`src/rtl/acc_cpu_pkg.sv`:
```
package acc_cpu_pkg;

   typedef enum logic [2:0] {
      ST_IDLE,
      ST_FETCH,
      ST_LATCH,
      ST_EXEC,
      ST_OPRD,
      ST_HALT
   } cpu_state_t;

   typedef enum logic [3:0] {
      ALU_PASS,
      ALU_ADD,
      ALU_INC,
      ALU_DEC,
      ALU_AND,
      ALU_OR,
      ALU_NOT,
      ALU_SHR,
      ALU_SHL,
      ALU_ROL
   } alu_op_t;

   localparam int CODE_W = 5;
   typedef logic [CODE_W-1:0] code_t;

   localparam code_t C_NOP      = 5'h00;
   localparam code_t C_JMP      = 5'h01;
   localparam code_t C_JMP_G    = 5'h02;
   localparam code_t C_CLR_A    = 5'h03;
   localparam code_t C_CLR_G    = 5'h04;
   localparam code_t C_LD_IMM   = 5'h05;
   localparam code_t C_LD_MEM   = 5'h06;
   localparam code_t C_LD_G     = 5'h07;
   localparam code_t C_LD_IND   = 5'h08;
   localparam code_t C_ST_MEM   = 5'h09;
   localparam code_t C_ST_G     = 5'h0A;
   localparam code_t C_ST_IND   = 5'h0B;
   localparam code_t C_PORT_IN  = 5'h0C;
   localparam code_t C_PORT_OUT = 5'h0D;
   localparam code_t C_ADD_MEM  = 5'h0E;
   localparam code_t C_ADD_G    = 5'h0F;
   localparam code_t C_ADD_IND  = 5'h10;
   localparam code_t C_INC_A    = 5'h11;
   localparam code_t C_INC_G    = 5'h12;
   localparam code_t C_DEC_G    = 5'h13;
   localparam code_t C_AND_G    = 5'h14;
   localparam code_t C_OR_G     = 5'h15;
   localparam code_t C_INV_A    = 5'h16;
   localparam code_t C_INV_G    = 5'h17;
   localparam code_t C_SHIFT_R  = 5'h18;
   localparam code_t C_SHIFT_L  = 5'h19;
   localparam code_t C_ROT_L    = 5'h1A;
   localparam code_t C_SKIP_ODD = 5'h1B;
   localparam code_t C_SKIP_NZ  = 5'h1C;
   localparam code_t C_SKIP_NZG = 5'h1D;
   localparam code_t C_SKIP_NEG = 5'h1E;
   localparam code_t C_STOP     = 5'h1F;

endpackage

```
`src/rtl/acc_alu.sv`:
```
module acc_alu
   import acc_cpu_pkg::*;
#(
   parameter int DATA_W  = 16,
   parameter int SHAMT_W = $clog2(DATA_W)
) (
   input  alu_op_t             op,
   input  logic [DATA_W-1:0]   a,
   input  logic [DATA_W-1:0]   b,
   input  logic [SHAMT_W-1:0]  shamt,
   output logic [DATA_W-1:0]   y
);

   if ((1 << SHAMT_W) != DATA_W) begin : g_bad_width
      $error("acc_alu: DATA_W must equal 2**SHAMT_W");
   end

   // logarithmic barrel: stage s moves by 2**s when shamt[s] is set
   logic [DATA_W-1:0] stg [SHAMT_W+1];
   assign stg[0] = a;

   for (genvar s = 0; s < SHAMT_W; s++) begin : g_stage
      localparam int D = 1 << s;
      logic [DATA_W-1:0] moved;
      always_comb begin
         case (op)
            ALU_SHR: moved = stg[s] >> D;
            ALU_SHL: moved = stg[s] << D;
            default: moved = {stg[s][DATA_W-D-1:0], stg[s][DATA_W-1:DATA_W-D]};
         endcase
      end
      assign stg[s+1] = shamt[s] ? moved : stg[s];
   end

   always_comb begin
      case (op)
         ALU_PASS: y = b;
         ALU_ADD:  y = a + b;
         ALU_INC:  y = a + DATA_W'(1);
         ALU_DEC:  y = a - DATA_W'(1);
         ALU_AND:  y = a & b;
         ALU_OR:   y = a | b;
         ALU_NOT:  y = ~a;
         ALU_SHR,
         ALU_SHL,
         ALU_ROL:  y = stg[SHAMT_W];
         default:  y = b;
      endcase
   end

   always_comb begin
      if (op == ALU_ROL && shamt == '0) begin
         assert_rot_zero_R8: assert (y == a) else $error("rotate by zero changed the value");
      end
      if (op == ALU_SHR && shamt != '0) begin
         assert_shr_fill_R8: assert (y[DATA_W-1] == 1'b0) else $error("right shift did not fill with zero");
      end
   end

endmodule

```
`src/rtl/acc_gpr_file.sv`:
```
module acc_gpr_file #(
   parameter int DATA_W  = 16,
   parameter int NUM_GPR = 4,
   parameter int IDX_W   = $clog2(NUM_GPR)
) (
   input  logic               clk,
   input  logic               rst_n,
   input  logic               wr_en,
   input  logic [IDX_W-1:0]   wr_idx,
   input  logic [DATA_W-1:0]  wr_data,
   input  logic [IDX_W-1:0]   rd_idx,
   output logic [DATA_W-1:0]  rd_data
);

   if (NUM_GPR < 2 || (1 << IDX_W) != NUM_GPR) begin : g_bad_count
      $error("acc_gpr_file: NUM_GPR must be a power of two of at least 2");
   end

   logic [NUM_GPR-1:0][DATA_W-1:0] flat;

   for (genvar g = 0; g < NUM_GPR; g++) begin : g_reg
      logic [DATA_W-1:0] q;
      always_ff @(posedge clk or negedge rst_n) begin
         if (!rst_n)
            q <= '0;
         else if (wr_en && wr_idx == IDX_W'(g))
            q <= wr_data;
      end
      assign flat[g] = q;
   end

   assign rd_data = flat[rd_idx];

   assert_gpr_write_R4: assert property (@(posedge clk) disable iff (!rst_n)
      wr_en |=> flat[$past(wr_idx)] == $past(wr_data))
      else $error("general register write lost");

endmodule

```
`src/rtl/acc_cpu_core.sv`:
```
module acc_cpu_core
   import acc_cpu_pkg::*;
#(
   parameter int DATA_W  = 16,
   parameter int ADDR_W  = 8,
   parameter int IO_W    = 8,
   parameter int NUM_GPR = 4
) (
   input  logic               clk,
   input  logic               rst_n,
   input  logic               start,
   input  logic [ADDR_W-1:0]  entry_addr,
   output logic [ADDR_W-1:0]  mem_addr,
   output logic [DATA_W-1:0]  mem_wdata,
   output logic               mem_we,
   input  logic [DATA_W-1:0]  mem_rdata,
   input  logic [IO_W-1:0]    in_data,
   output logic               in_ack,
   output logic [IO_W-1:0]    out_data,
   output logic               out_valid,
   output logic               halted
);

   localparam int OPC_W   = DATA_W - ADDR_W;
   localparam int IDX_W   = $clog2(NUM_GPR);
   localparam int SHAMT_W = $clog2(DATA_W);

   // elaboration-time parameter checks
   if (OPC_W < CODE_W) begin : g_bad_opc
      $error("acc_cpu_core: opcode field narrower than the code space");
   end
   if ((1 << SHAMT_W) != DATA_W) begin : g_bad_data
      $error("acc_cpu_core: DATA_W must be a power of two");
   end
   if (SHAMT_W > ADDR_W || IDX_W > ADDR_W) begin : g_bad_arg
      $error("acc_cpu_core: argument field too narrow");
   end
   if (IO_W > DATA_W) begin : g_bad_io
      $error("acc_cpu_core: IO_W exceeds DATA_W");
   end

   cpu_state_t         state_q, state_d;
   logic [ADDR_W-1:0]  pc_q, pc_d;
   logic [OPC_W-1:0]   opc_q;
   logic [ADDR_W-1:0]  arg_q;
   logic [DATA_W-1:0]  acc_q;

   // decode: opcodes with bits above the code space set act as no operation
   logic  hi_clear;
   code_t code;

   if (OPC_W > CODE_W) begin : g_wide_opc
      assign hi_clear = ~|opc_q[OPC_W-1:CODE_W];
   end else begin : g_exact_opc
      assign hi_clear = 1'b1;
   end

   assign code = hi_clear ? opc_q[CODE_W-1:0] : C_NOP;

   // general registers
   logic [IDX_W-1:0]   gidx;
   logic [DATA_W-1:0]  gpr_rd;
   logic               gpr_we;
   logic [ADDR_W-1:0]  ind_addr;

   assign gidx     = arg_q[IDX_W-1:0];
   assign ind_addr = gpr_rd[ADDR_W-1:0];

   // ALU hookup
   alu_op_t            alu_op;
   logic [DATA_W-1:0]  alu_a, alu_b, alu_y;
   logic [SHAMT_W-1:0] shamt;
   logic               acc_we;

   assign shamt = arg_q[SHAMT_W-1:0];

   acc_gpr_file #(
      .DATA_W  (DATA_W),
      .NUM_GPR (NUM_GPR),
      .IDX_W   (IDX_W)
   ) u_gpr (
      .clk     (clk),
      .rst_n   (rst_n),
      .wr_en   (gpr_we),
      .wr_idx  (gidx),
      .wr_data (alu_y),
      .rd_idx  (gidx),
      .rd_data (gpr_rd)
   );

   acc_alu #(
      .DATA_W  (DATA_W),
      .SHAMT_W (SHAMT_W)
   ) u_alu (
      .op    (alu_op),
      .a     (alu_a),
      .b     (alu_b),
      .shamt (shamt),
      .y     (alu_y)
   );

   // instruction classes
   logic is_ind, is_skip, skip_true;

   assign is_ind  = (code == C_LD_IND) || (code == C_ST_IND) || (code == C_ADD_IND);
   assign is_skip = (code == C_SKIP_ODD) || (code == C_SKIP_NZ) ||
                    (code == C_SKIP_NZG) || (code == C_SKIP_NEG);

   always_comb begin
      case (code)
         C_SKIP_ODD: skip_true = acc_q[0];
         C_SKIP_NZ:  skip_true = |acc_q;
         C_SKIP_NZG: skip_true = |gpr_rd;
         C_SKIP_NEG: skip_true = acc_q[DATA_W-1];
         default:    skip_true = 1'b0;
      endcase
   end

   // sequencer and execute decode
   always_comb begin
      state_d = state_q;
      pc_d    = pc_q;
      alu_op  = ALU_PASS;
      alu_a   = acc_q;
      alu_b   = '0;
      acc_we  = 1'b0;
      gpr_we  = 1'b0;
      case (state_q)
         ST_IDLE, ST_HALT: begin
            if (start) begin
               state_d = ST_FETCH;
               pc_d    = entry_addr;
            end
         end
         ST_FETCH: state_d = ST_LATCH;
         ST_LATCH: begin
            state_d = ST_EXEC;
            pc_d    = pc_q + ADDR_W'(1);
         end
         ST_EXEC: begin
            state_d = ST_FETCH;
            case (code)
               C_JMP:      pc_d = arg_q;
               C_JMP_G:    pc_d = ind_addr;
               C_CLR_A:    acc_we = 1'b1;
               C_CLR_G:    gpr_we = 1'b1;
               C_LD_IMM: begin
                  alu_b  = DATA_W'(arg_q);
                  acc_we = 1'b1;
               end
               C_LD_MEM, C_LD_IND, C_ADD_MEM, C_ADD_IND: state_d = ST_OPRD;
               C_LD_G: begin
                  alu_b  = gpr_rd;
                  acc_we = 1'b1;
               end
               C_ST_G: begin
                  alu_b  = acc_q;
                  gpr_we = 1'b1;
               end
               C_PORT_IN: begin
                  alu_b  = DATA_W'(in_data);
                  acc_we = 1'b1;
               end
               C_ADD_G: begin
                  alu_op = ALU_ADD;
                  alu_b  = gpr_rd;
                  acc_we = 1'b1;
               end
               C_INC_A: begin
                  alu_op = ALU_INC;
                  acc_we = 1'b1;
               end
               C_INC_G: begin
                  alu_op = ALU_INC;
                  alu_a  = gpr_rd;
                  gpr_we = 1'b1;
               end
               C_DEC_G: begin
                  alu_op = ALU_DEC;
                  alu_a  = gpr_rd;
                  gpr_we = 1'b1;
               end
               C_AND_G: begin
                  alu_op = ALU_AND;
                  alu_b  = gpr_rd;
                  acc_we = 1'b1;
               end
               C_OR_G: begin
                  alu_op = ALU_OR;
                  alu_b  = gpr_rd;
                  acc_we = 1'b1;
               end
               C_INV_A: begin
                  alu_op = ALU_NOT;
                  acc_we = 1'b1;
               end
               C_INV_G: begin
                  alu_op = ALU_NOT;
                  alu_a  = gpr_rd;
                  gpr_we = 1'b1;
               end
               C_SHIFT_R: begin
                  alu_op = ALU_SHR;
                  acc_we = 1'b1;
               end
               C_SHIFT_L: begin
                  alu_op = ALU_SHL;
                  acc_we = 1'b1;
               end
               C_ROT_L: begin
                  alu_op = ALU_ROL;
                  acc_we = 1'b1;
               end
               C_SKIP_ODD, C_SKIP_NZ, C_SKIP_NZG, C_SKIP_NEG: begin
                  if (skip_true) pc_d = pc_q + ADDR_W'(1);
               end
               C_STOP:     state_d = ST_HALT;
               default:    ;
            endcase
         end
         ST_OPRD: begin
            state_d = ST_FETCH;
            alu_b   = mem_rdata;
            acc_we  = 1'b1;
            alu_op  = (code == C_ADD_MEM || code == C_ADD_IND) ? ALU_ADD : ALU_PASS;
         end
         default: state_d = ST_IDLE;
      endcase
   end

   always_ff @(posedge clk or negedge rst_n) begin
      if (!rst_n) begin
         state_q <= ST_IDLE;
         pc_q    <= '0;
         opc_q   <= '0;
         arg_q   <= '0;
         acc_q   <= '0;
      end else begin
         state_q <= state_d;
         pc_q    <= pc_d;
         if (state_q == ST_LATCH) begin
            opc_q <= mem_rdata[DATA_W-1:ADDR_W];
            arg_q <= mem_rdata[ADDR_W-1:0];
         end
         if (acc_we) acc_q <= alu_y;
      end
   end

   // memory and port outputs
   always_comb begin
      if (state_q == ST_FETCH) mem_addr = pc_q;
      else if (is_ind)         mem_addr = ind_addr;
      else                     mem_addr = arg_q;
   end

   assign mem_we    = (state_q == ST_EXEC) && (code == C_ST_MEM || code == C_ST_IND);
   assign mem_wdata = acc_q;
   assign out_data  = acc_q[IO_W-1:0];
   assign out_valid = (state_q == ST_EXEC) && (code == C_PORT_OUT);
   assign in_ack    = (state_q == ST_EXEC) && (code == C_PORT_IN);
   assign halted    = (state_q == ST_IDLE) || (state_q == ST_HALT);

   // assertions
   assert_entry_fetch_R1: assert property (@(posedge clk) disable iff (!rst_n)
      (halted && start) |=> (!halted && mem_addr == $past(entry_addr)))
      else $error("start did not fetch from the entry address");

   assert_pc_step_R2: assert property (@(posedge clk) disable iff (!rst_n)
      (state_q == ST_LATCH) |=> (pc_q == $past(pc_q) + ADDR_W'(1)))
      else $error("program counter did not advance after fetch");

   assert_skip_step_R7: assert property (@(posedge clk) disable iff (!rst_n)
      (state_q == ST_EXEC && is_skip && skip_true) |=> (pc_q == $past(pc_q) + ADDR_W'(1)))
      else $error("true test did not skip");

   assert_strobe_onehot_R9: assert property (@(posedge clk) disable iff (!rst_n)
      $onehot0({mem_we, out_valid, in_ack}))
      else $error("more than one strobe in a cycle");

   assert_out_pulse_R9: assert property (@(posedge clk) disable iff (!rst_n)
      out_valid |=> !out_valid)
      else $error("output strobe longer than one cycle");

   assert_quiet_halt_R10: assert property (@(posedge clk) disable iff (!rst_n)
      halted |-> (!mem_we && !out_valid && !in_ack))
      else $error("activity while halted");

   assert_halt_holds_R10: assert property (@(posedge clk) disable iff (!rst_n)
      (state_q == ST_HALT && !start) |=> halted)
      else $error("left halt without start");

   assert_oprd_follows_exec_R12: assert property (@(posedge clk) disable iff (!rst_n)
      (state_q == ST_OPRD) |-> ($past(state_q) == ST_EXEC))
      else $error("operand cycle not preceded by execute");

endmodule

```
`config.mk`:
```
export PLATFORM = sky130hd
export DESIGN_NAME = acc_cpu_core
export DESIGN_NICKNAME = d
export VERILOG_FILES = /design/src/rtl/acc_cpu_pkg.sv /design/src/rtl/acc_alu.sv /design/src/rtl/acc_gpr_file.sv /design/src/rtl/acc_cpu_core.sv
export SDC_FILE = /design/constraint.sdc
export NUM_CORES = 1
export LEC_CHECK = 0
export BUFFER_PORTS_ARGS = -buffer_cell sky130_fd_sc_hd__clkbuf_2
export CORE_ASPECT_RATIO = 2
export CORE_MARGIN = 2
export CORE_UTILIZATION = 65
export CTS_BUF_LIST = sky130_fd_sc_hd__clkbuf_4 sky130_fd_sc_hd__clkbuf_8
export DETAILED_ROUTE_END_ITERATION = 12
export GPL_TIMING_DRIVEN = 1
export PLACE_DENSITY = 0.92
export SETUP_SLACK_MARGIN = 0.02
export SLEW_MARGIN = 5
export SYNTH_ARGS = -nofsm -noshare
export SYNTH_HDL_FRONTEND = slang
export SYNTH_SLANG_ARGS = --single-unit
```
`constraint.sdc`:
```
create_clock -name clk -period 8.05 [get_ports clk]
set_input_delay 1.61 -clock clk [delete_from_list [all_inputs] [get_ports clk]]
set_output_delay 1.61 -clock clk [all_outputs]
set_load 0.01 [all_outputs]
```
# Word level (Yosys, flattened, before mapping)
# Index checks and enable logic that the tools add are counted.
dict set report totals {
  out_inout_bits 36
  register_bits 107
  elab_cells 130
  input_bits 35
}
dict set report op_classes {
  n_bitwise 3
  add_sub_neg 4
  mux 33
  reduce_logical 29
  eq_ne 51
  order_cmp 1
}
# op count
set ops {}
lappend ops {{$pmux 16 s2} 5}
lappend ops {{$mux 16} 7}
lappend ops {{$pmux 16 s7} 1}
lappend ops {{$eq 5x5->1 const B} 16}
lappend ops {{$pmux 16 s4} 1}
lappend ops {{$pmux 8 s3} 2}
lappend ops {{$eq 5x4->1 const B} 8}
lappend ops {{$pmux 4 s9} 1}
lappend ops {{$bmux 16 s2} 1}
lappend ops {{$mux 8} 4}
lappend ops {{$reduce_or 16->1} 2}
lappend ops {{$eq 5x3->1 const B} 4}
lappend ops {{$add 16x1->16 const B} 1}
lappend ops {{$add 16x16->16} 1}
lappend ops {{$and 16x16->16} 1}
lappend ops {{$eq 4x3->1 const B} 4}
lappend ops {{$not 16->16} 1}
lappend ops {{$or 16x16->16} 1}
lappend ops {{$sub 16x1->16 const B} 1}
lappend ops {{$pmux 3 s5} 1}
lappend ops {{$reduce_or 12->1} 1}
lappend ops {{$reduce_or 4->1} 3}
lappend ops {{$eq 5x2->1 const B} 2}
lappend ops {{$reduce_or 3->1} 3}
lappend ops {{29 further kinds} 49}

# Longest topological paths before layout
dict set report logic_depth {
  depth_word 16
  ltp_mapped 23
  depth_no_buf 19
}

# Modules after synthesis
# A second synthesis with hierarchy kept.
dict set report hier_totals {
  cells_unflattened 1130
  hier_area_um2 10047.1
}
# mod cells_each instances area_each_um2
set modules_own_cells {}
lappend modules_own_cells {acc_cpu_core 398 1 3644.7}
lappend modules_own_cells {acc_alu 576 1 3609.7}
lappend modules_own_cells {acc_gpr_file 156 1 2792.7}

# Worst setup path before layout
# Ideal clock, no wire load.
dict set report synth_timing {
  path_type {input -> register}
  startpoint {input mem_rdata[2]}
  endpoint {register u_gpr.g_reg[1].q[14]}
  stages 16
  arrival_time_ns 5.275
  path_slack_ns 2.628
  path_cell_list {o31a_1 a2111o_1 o32ai_1 nand4_1 nor2_1 xor2_1 a21oi_1 ha_1 a21o_1 or3_1 nor3_1 o31ai_1 a31oi_1 mux2i_1 nor3b_1 a21oi_1}
}
dict set report synth_between {
  elab_chain_cells 3
}
# item line_no
set synth_lines {}
lappend synth_lines {{start, declared} acc_cpu_core.sv:16} ;# input logic [DATA_W-1:0] mem_rdata,
lappend synth_lines {{$pmux 16 s2} acc_cpu_core.sv:128} ;# case (state_q)
lappend synth_lines {{$add 16x16->16} acc_alu.sv:38} ;# ALU_ADD: y = a + b;
lappend synth_lines {{$pmux 16 s7} acc_alu.sv:36} ;# case (op)
lappend synth_lines {{end signal, assigned} acc_gpr_file.sv:27} ;# q <= wr_data;
lappend synth_lines {{end, declared} acc_gpr_file.sv:22} ;# logic [DATA_W-1:0] q;
# No other way between the ends.
# A chain may end at the register's enable or synchronous reset.

# Worst setup path in the final report
dict set report layout_timing {
  startpoint {register opc_q[5]}
  endpoint {register u_gpr.g_reg[1].q[14]}
}
dict set report layout_between {
  elab_chain_cells 16
  elab_cells_between_ends 61
}
# item line_no
set layout_lines {}
lappend layout_lines {{start, declared} acc_cpu_core.sv:44} ;# logic [OPC_W-1:0] opc_q;
lappend layout_lines {{start signal, assigned} acc_cpu_core.sv:242} ;# opc_q <= mem_rdata[DATA_W-1:ADDR_W];
lappend layout_lines {{$reduce_or 3->1 (*)} acc_cpu_core.sv:53} ;# assign hi_clear = ~|opc_q[OPC_W-1:CODE_W];
lappend layout_lines {{$mux 5 (*)} acc_cpu_core.sv:58} ;# assign code = hi_clear ? opc_q[CODE_W-1:0] : C_NOP;
lappend layout_lines {{$eq 5x5->1 (tied with other cells)} acc_cpu_core.sv:142} ;# case (code)
lappend layout_lines {{$reduce_or 2->1 (no source line) or $logic_or 1x1->1 (tied branches)} n/a}
lappend layout_lines {{$pmux 4 s9 or $mux 1 (tied branches)} {acc_cpu_core.sv:142, acc_cpu_core.sv:225}}
lappend layout_lines {{$pmux 4 s2} acc_cpu_core.sv:128}
lappend layout_lines {{$eq 4x4->1 or $eq 4x3->1 (tied branches)} {acc_alu.sv:26, acc_alu.sv:36}}
lappend layout_lines {{$pmux 16 s2} acc_alu.sv:26} ;# case (op)
lappend layout_lines {{$mux 16} acc_alu.sv:32} ;# assign stg[s+1] = shamt[s] ? moved : stg[s];
lappend layout_lines {{$pmux 16 s2} acc_alu.sv:26}
lappend layout_lines {{$mux 16} acc_alu.sv:32}
lappend layout_lines {{$pmux 16 s2} acc_alu.sv:26}
lappend layout_lines {{$mux 16} acc_alu.sv:32}
lappend layout_lines {{$pmux 16 s2} acc_alu.sv:26}
lappend layout_lines {{$mux 16} acc_alu.sv:32}
lappend layout_lines {{$pmux 16 s7} acc_alu.sv:36}
# Every way passes the cells marked *; elsewhere a longest branch is shown, timed or not.

==> flow_summary.ini <==
[grt]
grt_max_degree = 69
grt.total_usage = 0.5061
grt_pass1_wl_um = 62130
grt_pass1_vias = 10320
grt_overflow = 0
antenna_found_initial = 0

[clocking]
cts_max_level = 3
cts_setup_buffers = 0
cts_tree = yes
clk_pin_slew_ps = 130
clock_latency_ps = 420
cts.repair.resized = 0
cts_buffer_depth = 2
cts_hold_buf = 0
ctsRootBufferMaster = clkbuf_8
cts_sinks = 107
cts_buffers = 9

[synth]
synth.most_common_cell = nand2_1
yosys_register_bits = 107
avgSynthCellArea_um2 = 8.406
yosys_warnings = 0
ys_top_cells_by_count = nand2_1, dfrtp_1, o21ai_0
synth-edff-count = 0
synth_flop_cell = dfrtp_1
synth_seq_area_share = 0.2683
syn-num-nets = 1240
synth_top_area_cell = dfrtp_1
syn_area_um2 = 9978
yosysTopAreaCellShare = 0.2683
async_flop_share = 1.000
ys_types = 86
netlist_instances = 1187
synth_area_leaders = dfrtp_1, mux4_2, nand2_1

[pwr]
intPower_w = 0.001788
pwr-share-comb = 0.629
leakage_nw = 4.325
swShare = 0.5389
clkPwrFrac = 0.090
p_switching_w = 0.002090
p_per_area_nw_per_um2 = 364.4
vdd_drop_max_v = 0.0002564
p_seq_frac = 0.281

[floorplanning]
rows = 64
die_area_um2 = 16420
io_pins = 71
start_util = 0.6593
die_h_um = 179.2
core_um2 = 15130
chipWidth_um = 91.61

[setup_path]
slowest_delay_ps = 860
cp.arrival_ps = 7060
path_cells = nor3_1 -> buf_4 -> nand3_1 -> o22ai_1 -> a22oi_1 -> ha_1 -> nand3_1 -> nor2_1 -> xor2_1 -> o21ai_0 -> ha_1 -> a21o_1 -> a21o_1 -> or3_1 -> nor3_1 -> o31ai_1 -> a31oi_1 -> mux2i_1 -> nor3b_1 -> a21oi_1
worstPathRequired_ps = 8300
path_class = reg -> reg
worstPathMaxFanout = 14
crit_path_end_kind = flop
crit_slowest_cell = o22ai_1
startpoint_type = flop

[final_layout]
syn_to_final_growth_pct = 6.671
utilization = 0.7033
diodes = 0
fillers = 1170
drive_above_1_share = 0.1817
fin_nets = 1253

[timing]
hold_viol_final = 0
fin_skew_ps = 20.50
finalMaxSlewViolations = 0
fin_setup_tns_ps = 0
fin_crit_ps = 6810
fmax_mhz = 146.8
max_slew_margin = 0.07452
timing.final.crit_share = 0.8460
rsz0062_at_grt = no
setup_violations = 0
tightest_slew_ps = 1376

[min_path]
min_path_type = reg -> reg

[detailed_routing]
first_pass_iters = 8
ant_nets = 0
viasPerCell = 7.820
drtIter0Drc = 1867
drc_errors = 0
detail_route.wl_per_cell_um = 29.57
drt-total-wl_um = 41490
vias = 10970

[status]
status = finished clean

[run]
cap_violations = 0

[place]
gp_congestion = 1.107
port_buffers = 70
dp_hpwl_um = 29780
## worst paths after layout
kind / depth (start not counted) / to / slack (ps) / start
setup reg to reg: 20 / u_gpr.g_reg[1].q[14]$_DFFE_PN0P_ / 1240 / opc_q[5]$_DFFE_PN0P_
setup / recovery: 20 / u_gpr.g_reg[1].q[14]$_DFFE_PN0P_ / 1240 / opc_q[5]$_DFFE_PN0P_
min in group asynchronous: 1 / opc_q[3]$_DFFE_PN0P_ / 1170 / rst_n
hold / removal: 2 / u_gpr.g_reg[3].q[8]$_DFFE_PN0P_ / 490 / u_gpr.g_reg[3].q[8]$_DFFE_PN0P_
hold reg to reg: 2 / u_gpr.g_reg[3].q[8]$_DFFE_PN0P_ / 490 / u_gpr.g_reg[3].q[8]$_DFFE_PN0P_
max in group asynchronous: 2 / mem_wdata[7]$_DFFE_PN0P_ / 5600 / rst_n
## layout make-up
cell class	instances	area (µm²)	area share
tap	198	247.7	0.02327
sequential	107	2680	0.2518
inverter	32	120.1	0.01128
clock inverter	7	80.08	0.007523
timing repair buffer	105	615.6	0.05783
clock buffer	9	123.9	0.01164
multi-input combinational	945	6777	0.6366
## cell usage in the layout, fill, tap and decap left out, drive strengths merged, types with 9 or more instances in the layout
cell type,Yosys,final
a22oi,23,23
a221oi,9,9
buf,26,36
dfrtp,107,107
o21ai,103,103
a31oi,21,21
nand2b,9,9
clkbuf,77,78
mux2i,39,39
or3,13,13
nand3,31,31
nand2,127,127
a21oi,77,77
a221o,9,9
a211o,10,10
a21o,9,9
maj3,13,13
mux2,38,38
nor4,14,14
and3,9,9
nor2,61,61
nor3,27,27
o31ai,19,19
mux4,30,30
a211oi,21,21
xnor2,16,16
ha,17,17
xor2,15,15
nand3b,18,18
inv,32,36
o211ai,10,10
nor2b,10,10
a22o,20,20
and2,13,13
## worst max-delay path: cells and delay by family, from the launching register on
kind | cells | cell delay [ps]
muxes | 1 | 670
AOI/OAI and AO/OA | 8 | 2430
adders and majority gates | 2 | 640
and+or+nand+nor | 7 | 1980
buffers and inverters | 1 | 300
xor gates and xnor gates | 1 | 140
DFF | 1 | 450
## power by group through the flow
stage	clock network, W	logic [W]	registers, W
6_report	0.000347	0.00244	0.00109
5_1_grt	0.000362	0.00259	0.00110
4_1_cts	0.000340	0.00233	0.00106
3_5_place_dp	0	0.00232	0.00106
3_3_place_gp	0	0.00228	0.00104
2_1_floorplan	0	0.00177	0.000863
## cells by family (layout without fill, tap and decap cells)
family	count (synthesis)	after routing	synth area share
XOR/XNOR	31	31	0.02721
buffers and inverters	135	153	0.05517
multiplexers	107	107	0.1497
flip-flops	107	107	0.2683
AND/OR/NAND/NOR	368	368	0.1857
AO/OA/AOI/OAI	408	408	0.2775
adder cells (fa/ha/maj)	31	31	0.03636
## through the flow
stage / std cells / area [µm²] / total power, W / hold WS (ps) / setup slack [ps]
6_report: 1403 / 10640 / 0.003879 / 492.6 / 1240
5_1_grt: 1403 / 10640 / 0.004051 / 512.8 / 1051
4_1_cts: 1403 / 10640 / 0.003729 / 492.5 / 1492
3_5_place_dp: 1387 / 10440 / 0.003383 / 468.6 / 1583
3_3_place_gp: 1387 / 10440 / 0.003314 / 454.5 / 1797
2_1_floorplan: 1187 / 9978 / 0.002637 / 443.2 / 2628
## flip-flops by register name, summed over array words and instances, names as in the netlist
register   cells
pc_q           8
state_q        3
arg_q          8
u_gpr.g.q     64
opc_q          8
mem_wdata     16
## per-layer routing
layer,vias to the layer above,GRT usage,share of wire,wire [µm]
li1,4553,-,-,-
met1,5134,0.6044,0.33,13610
met5,-,0,0,0
met4,0,0.4211,0.11,4566
met3,283,0.1400,0.13,5458
met2,1001,0.7528,0.43,17860
Note: power is estimated with default switching activity, not from simulation.
